<file path="config.mk">
export PLATFORM = sky130hd
export DESIGN_NAME = evt_stamp_unit
export DESIGN_NICKNAME = d
export VERILOG_FILES = /design/src/rtl/evt_stamp_unit.sv
export SDC_FILE = /design/constraint.sdc
export NUM_CORES = 2
export LEC_CHECK = 0
export CAP_MARGIN = 20
export CORE_AREA = 2 2 274 276
export DETAILED_ROUTE_END_ITERATION = 7
export DIE_AREA = 0 0 276 278
export PLACE_DENSITY = 0.58
export SYNTH_ARGS = -nofsm -noshare
export SYNTH_HDL_FRONTEND = slang
export SYNTH_SLANG_ARGS = --single-unit
</file>
<file path="constraint.sdc">
create_clock -name clk -period 7.6 [get_ports clk]
set_clock_uncertainty 0.05 [all_clocks]
set_input_delay 0.76 -clock clk [delete_from_list [all_inputs] [get_ports clk]]
set_output_delay 0.76 -clock clk [all_outputs]
set_load 0.03 [all_outputs]
</file>
<file path="src/rtl/evt_stamp_unit.sv">
module evt_stamp_unit #(
  parameter int NCH = 4,
  parameter int TW = 64,
  parameter int INCW = 8,
  parameter int STEP_LIM = 64,
  localparam int SW = (NCH > 1) ? $clog2(NCH) : 1
) (
  input  logic            clk,
  input  logic            rst_n,
  input  logic [INCW-1:0] inc_ns,
  input  logic [TW-1:0]   ref_time,
  input  logic            ref_strobe,
  input  logic [NCH-1:0]  evt_pin,
  input  logic            latch_pin,
  input  logic [NCH-1:0]  arm_rise,
  input  logic [NCH-1:0]  arm_fall,
  input  logic            rd_en,
  input  logic [SW-1:0]   rd_sel,
  output logic [TW-1:0]   cur_time,
  output logic [TW-1:0]   rd_stamp,
  output logic            rd_valid,
  output logic            rd_ovf,
  output logic [NCH-1:0]  valid_vec,
  output logic [NCH-1:0]  ovf_vec
);

  localparam logic signed [TW-1:0] LIM = TW'(STEP_LIM);
  localparam logic signed [TW-1:0] ONE = 1;

  logic [TW-1:0] tcnt;
  logic signed [TW-1:0] slew;
  logic [TW-1:0] incx;
  logic signed [TW-1:0] off;
  logic big;

  assign incx = {{(TW-INCW){1'b0}}, inc_ns};
  assign off  = $signed(ref_time - tcnt);
  assign big  = (off > LIM) || (off < -LIM);
  assign cur_time = tcnt;

  always_ff @(posedge clk) begin
    if (!rst_n) begin
      tcnt <= '0;
      slew <= '0;
    end else if (ref_strobe) begin
      if (big) begin
        tcnt <= ref_time + incx;
        slew <= '0;
      end else begin
        tcnt <= tcnt + incx;
        slew <= off;
      end
    end else if (slew > 0) begin
      tcnt <= tcnt + incx + ONE;
      slew <= slew - ONE;
    end else if (slew < 0) begin
      tcnt <= tcnt + incx - ONE;
      slew <= slew + ONE;
    end else begin
      tcnt <= tcnt + incx;
    end
  end

  logic [NCH:0] s1, s2, s3;
  logic [NCH:0] rise, fall;

  always_ff @(posedge clk) begin
    if (!rst_n) begin
      s1 <= '0;
      s2 <= '0;
      s3 <= '0;
    end else begin
      s1 <= {latch_pin, evt_pin};
      s2 <= s1;
      s3 <= s2;
    end
  end

  assign rise = s2 & ~s3;
  assign fall = ~s2 & s3;

  logic [NCH*TW-1:0] stamp_flat;

  for (genvar i = 0; i < NCH; i++) begin : g_ch
    logic [TW-1:0] st;
    logic v, o;
    logic hit, rdh;

    assign hit = (rise[i] & arm_rise[i]) | (fall[i] & arm_fall[i]) | rise[NCH];
    assign rdh = rd_en && (rd_sel == SW'(i));

    always_ff @(posedge clk) begin
      if (!rst_n) begin
        st <= '0;
        v  <= 1'b0;
        o  <= 1'b0;
      end else if (hit) begin
        if (v && !rdh) begin
          o <= 1'b1;
        end else begin
          st <= tcnt;
          v  <= 1'b1;
          o  <= 1'b0;
        end
      end else if (rdh) begin
        v <= 1'b0;
        o <= 1'b0;
      end
    end

    assign stamp_flat[i*TW +: TW] = st;
    assign valid_vec[i] = v;
    assign ovf_vec[i] = o;


    ovf_implies_valid_chk: assert property (@(posedge clk) disable iff (!rst_n)
      ovf_vec[i] |-> valid_vec[i]);


    stamp_hold_chk: assert property (@(posedge clk) disable iff (!rst_n)
      (valid_vec[i] && !(rd_en && rd_sel == SW'(i))) |=> $stable(stamp_flat[i*TW +: TW]));

    if (i > 0) begin : g_sim

      latch_same_chk: assert property (@(posedge clk) disable iff (!rst_n)
        ($rose(valid_vec[i]) && $rose(valid_vec[0])) |-> stamp_flat[i*TW +: TW] == stamp_flat[0 +: TW]);
    end
  end

  assign rd_stamp = stamp_flat[rd_sel*TW +: TW];
  assign rd_valid = valid_vec[rd_sel];
  assign rd_ovf   = ovf_vec[rd_sel];


  time_mono_chk: assert property (@(posedge clk) disable iff (!rst_n)
    !ref_strobe |=> cur_time >= $past(cur_time));


  time_rate_chk: assert property (@(posedge clk) disable iff (!rst_n)
    !ref_strobe |=> (cur_time - $past(cur_time)) <= ($past(incx) + ONE));


  reset_zero_chk: assert property (@(posedge clk)
    !rst_n |=> (cur_time == '0 || rst_n) && (valid_vec == '0 || rst_n));

endmodule

</file>
**Yosys cells after proc, flatten, opt, wreduce, memory -nomap -nowiden**

Index checks and enable logic that the tools add are counted.

- Register bits after elaboration: 407
- Bits of input ports: 91
- Output and inout port bits: 138
- Logic and storage cells: 120

- $add $sub $neg: 7
- Order comparisons: 5
- Eq/ne operators: 7
- Shifts and indexed selects: 1
- Multiplexer cells: 32
- Bitwise logic cells: 24
- Reduce and logical (&&, ||, !) cells: 27

Operators by type and width:

| cell | count |
|---|---|
| 2-to-1 mux 64 bit | 8 |
| variable part select 256 x 9 -> 64 bit | 1 |
| adder 64 x 8 -> 64 bit | 2 |
| adder 64 x 1 -> 64 bit, second input constant | 1 |
| adder 64 x 2 -> 64 bit, second input constant | 1 |
| greater-than comparator 64 x 1 -> 1 bit, second input constant | 1 |
| greater-than comparator 64 x 8 -> 1 bit, second input constant | 1 |
| < comparator 64 x 1 -> 1 bit, second input constant | 1 |
| < comparator 64 x 7 -> 1 bit, second input constant | 1 |
| subtractor 64 x 1 -> 64 bit, second input constant | 1 |
| subtractor 64 x 2 -> 64 bit, second input constant | 1 |
| subtractor 64 bit | 1 |
| 2-to-1 mux 1 bit | 22 |
| AND reduction 2 bit | 8 |
| AND 1 bit | 8 |
| logical AND 1 bit | 8 |
| inequality test 2 bit, second input constant | 4 |
| bitwise OR 1 bit | 8 |
| nonzero test 2 bit | 4 |
| AND 5 bit | 1 |
| inverter 5 bit | 1 |
| AND 4 bit | 1 |
| binary-select mux 1 bit (select 2 bit) | 2 |
| equality test 2 bit, second input constant | 2 |
| 8 further kinds | 14 |

**Longest topological paths before layout**

- Depth in word-level cells: 7
- Mapped depth: 22
- Mapped depth without buffers: 20

**Least setup slack after synthesis**

No wires, ideal clock.

- Path kind: register to register
- From: register slew[26]
- To: register slew[59]
- Setup time: 0.134 ns
- Data arrival time: 5.827 ns
- Data required time: 7.416 ns
- Path slack: 1.589 ns
- Stages on the path, launching flop included: 22
- Path buffers: 1
- Cell sequence: dfxtp_1 > nor4_1 > nand4_1 > nor4_1 > or2_2 > clkbuf_1 > inv_1 > ha_1 > a21o_1 > a21oi_1 > o21ai_0 > a21o_1 > a211oi_1 > o22ai_1 > a21oi_1 > o21ai_0 > a221oi_1 > or2_2 > nand2b_1 > a31oi_1 > xor2_1 > o21ai_0

- Word-level cells in the longest chain between the ends: 4
- Elaborated cells between the ends (all ways): 8
- Those cells by class: add/sub: 2; order compare: 2; mux: 3; reduce/logical: 1

RTL lines:

| element | line | RTL |
|---|---|---|
| start, declared | 31 | `logic signed [TW-1:0] slew;` |
| start signal, assigned | 55 | `slew <= slew - ONE;` |
| start signal, assigned | 58 | `slew <= slew + ONE;` |
| adder 64 x 2 -> 64 bit | 58 |  |
| 2-to-1 mux 64 bit | 56 | `end else if (slew < 0) begin` |
| 2-to-1 mux 64 bit | 53 | `end else if (slew > 0) begin` |
| 2-to-1 mux 64 bit | 45 | `end else if (ref_strobe) begin` |

Parallel ways exist; a longest one is shown, timed or not. The select of a mux whose other input is x is not followed.
A chain may end at the register's enable or synchronous reset.

**Worst setup path in the final report**

- From: register tcnt[14] (netlist: cur_time[14])
- To: register slew[3]

- Word-level cells in the longest chain between the ends: 5
- Elaborated cells between the ends (all ways): 6
- Those cells by class: add/sub: 1; order compare: 2; mux: 2; reduce/logical: 1

RTL lines:

| element | line | RTL |
|---|---|---|
| start, declared | 30 | `logic [TW-1:0] tcnt;` |
| start signal, assigned | 47 | `tcnt <= ref_time + incx;` |
| start signal, assigned | 50 | `tcnt <= tcnt + incx;` |
| start signal, assigned | 54 | `tcnt <= tcnt + incx + ONE;` |
| subtractor 64 bit * | 37 | `assign off = $signed(ref_time - tcnt);` |
| greater-than comparator 64 x 8 -> 1 bit or < comparator 64 x 7 -> 1 bit (tied branches) | 38 | `assign big = (off > LIM) \|\| (off < -LIM);` |
| logical OR 1 bit * | 38 |  |
| 2-to-1 mux 64 bit * | 46 | `if (big) begin` |
| 2-to-1 mux 64 bit * | 45 |  |

Mark *: on every way between the ends. The rest lies on a longest branch, timed or not.

==> impl_results.md <==
- # hold bufs at CTS: 0
- Fillers: 7496
- CTS Buf Count: between 40 and 50
- Post-layout util: 45.58%
- CP peak stage delay: 0.78 ns
- Avg Inst Size Synth: between 7 and 8 um^2
- Mapped Nets: around 4100
- Avg WL per Cell: 22.05 um
- FMAX: 147.1 MHz
- Failing checks: DRC
- First-pass GRT wire length: 168400 um
- Post-Route WL: 110000 um
- CTS H-tree lvls: 2
- Critical path type: reg2reg
- FF+latch area: around 8100 um^2
- Ys flop type: dfxtp_1
- Via density: 5.963
- Commonest non-fill, non-tap cells in the layout: nand2_1 (750), a21oi_1 (482), dfxtp_1 (407)
- Overall routing resource usage: 27.70%
- RD Place Congestion: about 1
- Dpl cells: roughly 5000
- Comb power frac: between 50% and 60%
- Layout Nets: ~4200
- Final min period: a little under 7 ns
- Slew Limit Fails: 0
- 1st-iter DRT viols: about 3200
- Count of different cell masters after synthesis: 94
- Max Cap Viol: 0
- Synth Warn #: 0
- Vias in the first global route: 27770
- Status: finished with violations
- ANT nets after route: 0
- Crit-path slowest cell: dfxtp_1
- RSZ-0062 raised after global routing: no
- Die area: 76730 um^2
- Synth Instances: 3911
- CP top delay family: simple AND/OR/NAND/NOR gates
- Leading area contributor after synthesis: dfxtp_1
- Post-cts sizing count: 0
- Area Overhead vs Synth: 14.87%
- Worst Tran Pin Value: around 1.1 ns
- Startpoint Class: register
- Switching Power: about 4.6 mW
- Max Root-Sink Buffers: 3
- Switch share: ~45%
- Register area share after synthesis: roughly 28%
- Final hold viol count: 0
- Worst path bufs/invs: 3
- Die height: roughly 280 um
- Cell area power density: ~310 nW/um^2
- Nature of the critical path endpoint: register
- Synth Register Bits: ~410
- Detailed placement HPWL: a little over 80000 um
- Initial antenna violation count: 4
- Most common cell after layout, fill and taps aside: nand2_1
- Ratio of cells with drive above 1 in the final layout: under 10%
- Min-Delay Path Class: reg2reg
- TritonCTS clock tree: built
- Initial Util: between 30% and 40%
- Number of synthesized flops with an enable pin: 0
- Tcrit/Tclk final: about nine tenths
- Crit path required time: around 8 ns
- Mapped Area: between 20000 and 30000 um^2
- CP cell instances: inv_1 > ha_1 > a21oi_1 > o21ai_1 > o211ai_1 > nand2b_1 > a2111oi_0 > buf_4 > or3_1 > a311oi_1 > nand4_1 > or4_1 > nor4_1 > nand4_1 > nand2_2 > buf_12 > nand2_1 > o32ai_1
- DRT Pass-1 Iters: 7
- IO Port Bufs: approximately 230
- Clock network fraction of total power: between 20% and 30%
- Post-synth top area share: between 20% and 30%
- Int Pwr: between 5 and 6 mW
- Root Buffer: clkbuf_16
- Global route total overflow: 0
- Final setup TNS: 0 ns
- Most common cell on crit path: nand4_1
- Area of the multi-input gates: between 15000 and 20000 um^2
- Critical Path AT: between 7 and 8 ns
- Chip Width: around 280 um
- Clk Latency, worst-skew pair: around 0.6 ns
- Leak Pwr: ~12 nW
- # Post-CTS Setup Buffers: 0
- Worst vdd ir: 0.1805 mV
- Final setup viols: 0
- Asr flop ratio synth: 0%
- Clock Sinks: about 400
- Clock-pin slew on the worst setup and hold paths: about 0.06 ns
- Core area: around 74000 um^2
- Reg power frac: between 20% and 30%
- Largest net degree at the start of global routing: 170
- Fin cells: 4991
- Worst slew margin: 26.39%
- DRC: 34
- IO Pins: 229
- Top cells by area, synth: dfxtp_1 (28%), nand2_1 (9.7%), a21oi_1 (8.3%)
- Crit path max fanout: 53
- Row cnt: 100
- Vias: roughly 30000
-- stage by stage --
stage	cell area [um^2]	power (mW)	setup slack (ns)	hold WS, ns
global route	33640	11.00	0.5874	0.3943
detailed placement	32180	8.066	0.7251	0.3717
CTS	33610	10.26	1.038	0.3877
global placement	32180	8.100	0.7526	0.3644
floorplan	29290	6.578	1.589	0.3619
finish	33640	10.33	0.8022	0.3848
-- cell type report --
cell class	instances	area share, %
well taps	969	3.604
diodes	4	0.02975
flip-flops and latches	407	24.22
clock inverters	22	0.6359
inverters	126	1.428
clock buffers	58	3.607
repair buffers	273	7.929
multi-input cells	3132	58.55
-- sequential cells by signal, summed over array words and instances (netlist names) --
signal / count
s3: 5
g_ch.st: 256
s1: 5
g_ch.v: 4
cur_time: 64
g_ch.o: 4
slew: 64
s2: 5
-- worst register-to-register path: cells and delay by family, from the launching register on --
kind	cells	cell delay, ns
AOI/OAI and AO/OA	6	1.96
and+or+nand+nor	8	2.70
adders and majority gates	1	0.43
DFF	1	0.78
buffers and inverters	3	0.70
-- power by group through the flow --
stage / logic [mW] / clock network, mW / registers [mW]
2_1_floorplan: 3.95 / 0 / 2.62
3_5_place_dp: 5.35 / 0 / 2.72
5_1_grt: 6.00 / 2.29 / 2.70
4_1_cts: 5.39 / 2.20 / 2.67
3_3_place_gp: 5.38 / 0 / 2.72
6_report: 5.48 / 2.16 / 2.69
-- worst paths after layout --
check,startpoint,to,slack [ns],cells after the start
worst max-delay path,cur_time[14],slew[3],0.80,18
worst min-delay path,s1[1],s2[1],0.38,1
worst max register to register,cur_time[14],slew[3],0.80,18
worst min register to register,s1[1],s2[1],0.38,1
-- cells in the mapped netlist (42+ instances only) --
cell type,number
a21o_1,57
a21oi_1,483
a31oi_1,42
and3_1,43
clkbuf_1,200
dfxtp_1,407
ha_1,143
inv_1,126
mux4_2,66
nand2_1,754
nand3_1,110
nand4_1,79
nor2_1,224
nor3_1,90
nor4_1,60
o21ai_0,187
xnor2_1,177
xor2_1,96
-- layer usage --
| metal | GRT usage [%] | part of all wire, % |
|---|---|---|
| met1 | 39.50 | 45 |
| met2 | 43.01 | 44 |
| met3 | 3.711 | 7.9 |
| met4 | 9.276 | 3.4 |
| met5 | 0 | 0 |
-- kinds of logic (layout without fill, tap and decap cells) --
group                    count (synthesis)  after routing  share of synthesized area, %
other                                    0              4                             0
adder cells (fa/ha/maj)                147            147                         6.382
multiplexers                            81             81                         5.630
flip-flops                             407            407                         27.82
AND/OR/NAND/NOR                       1562           1562                         24.76
buffers and inverters                  372            479                         5.023
AO/OA/AOI/OAI                         1068           1068                         22.17
XOR/XNOR                               274            274                         8.219
Note: power is estimated with default switching activity, not from simulation.
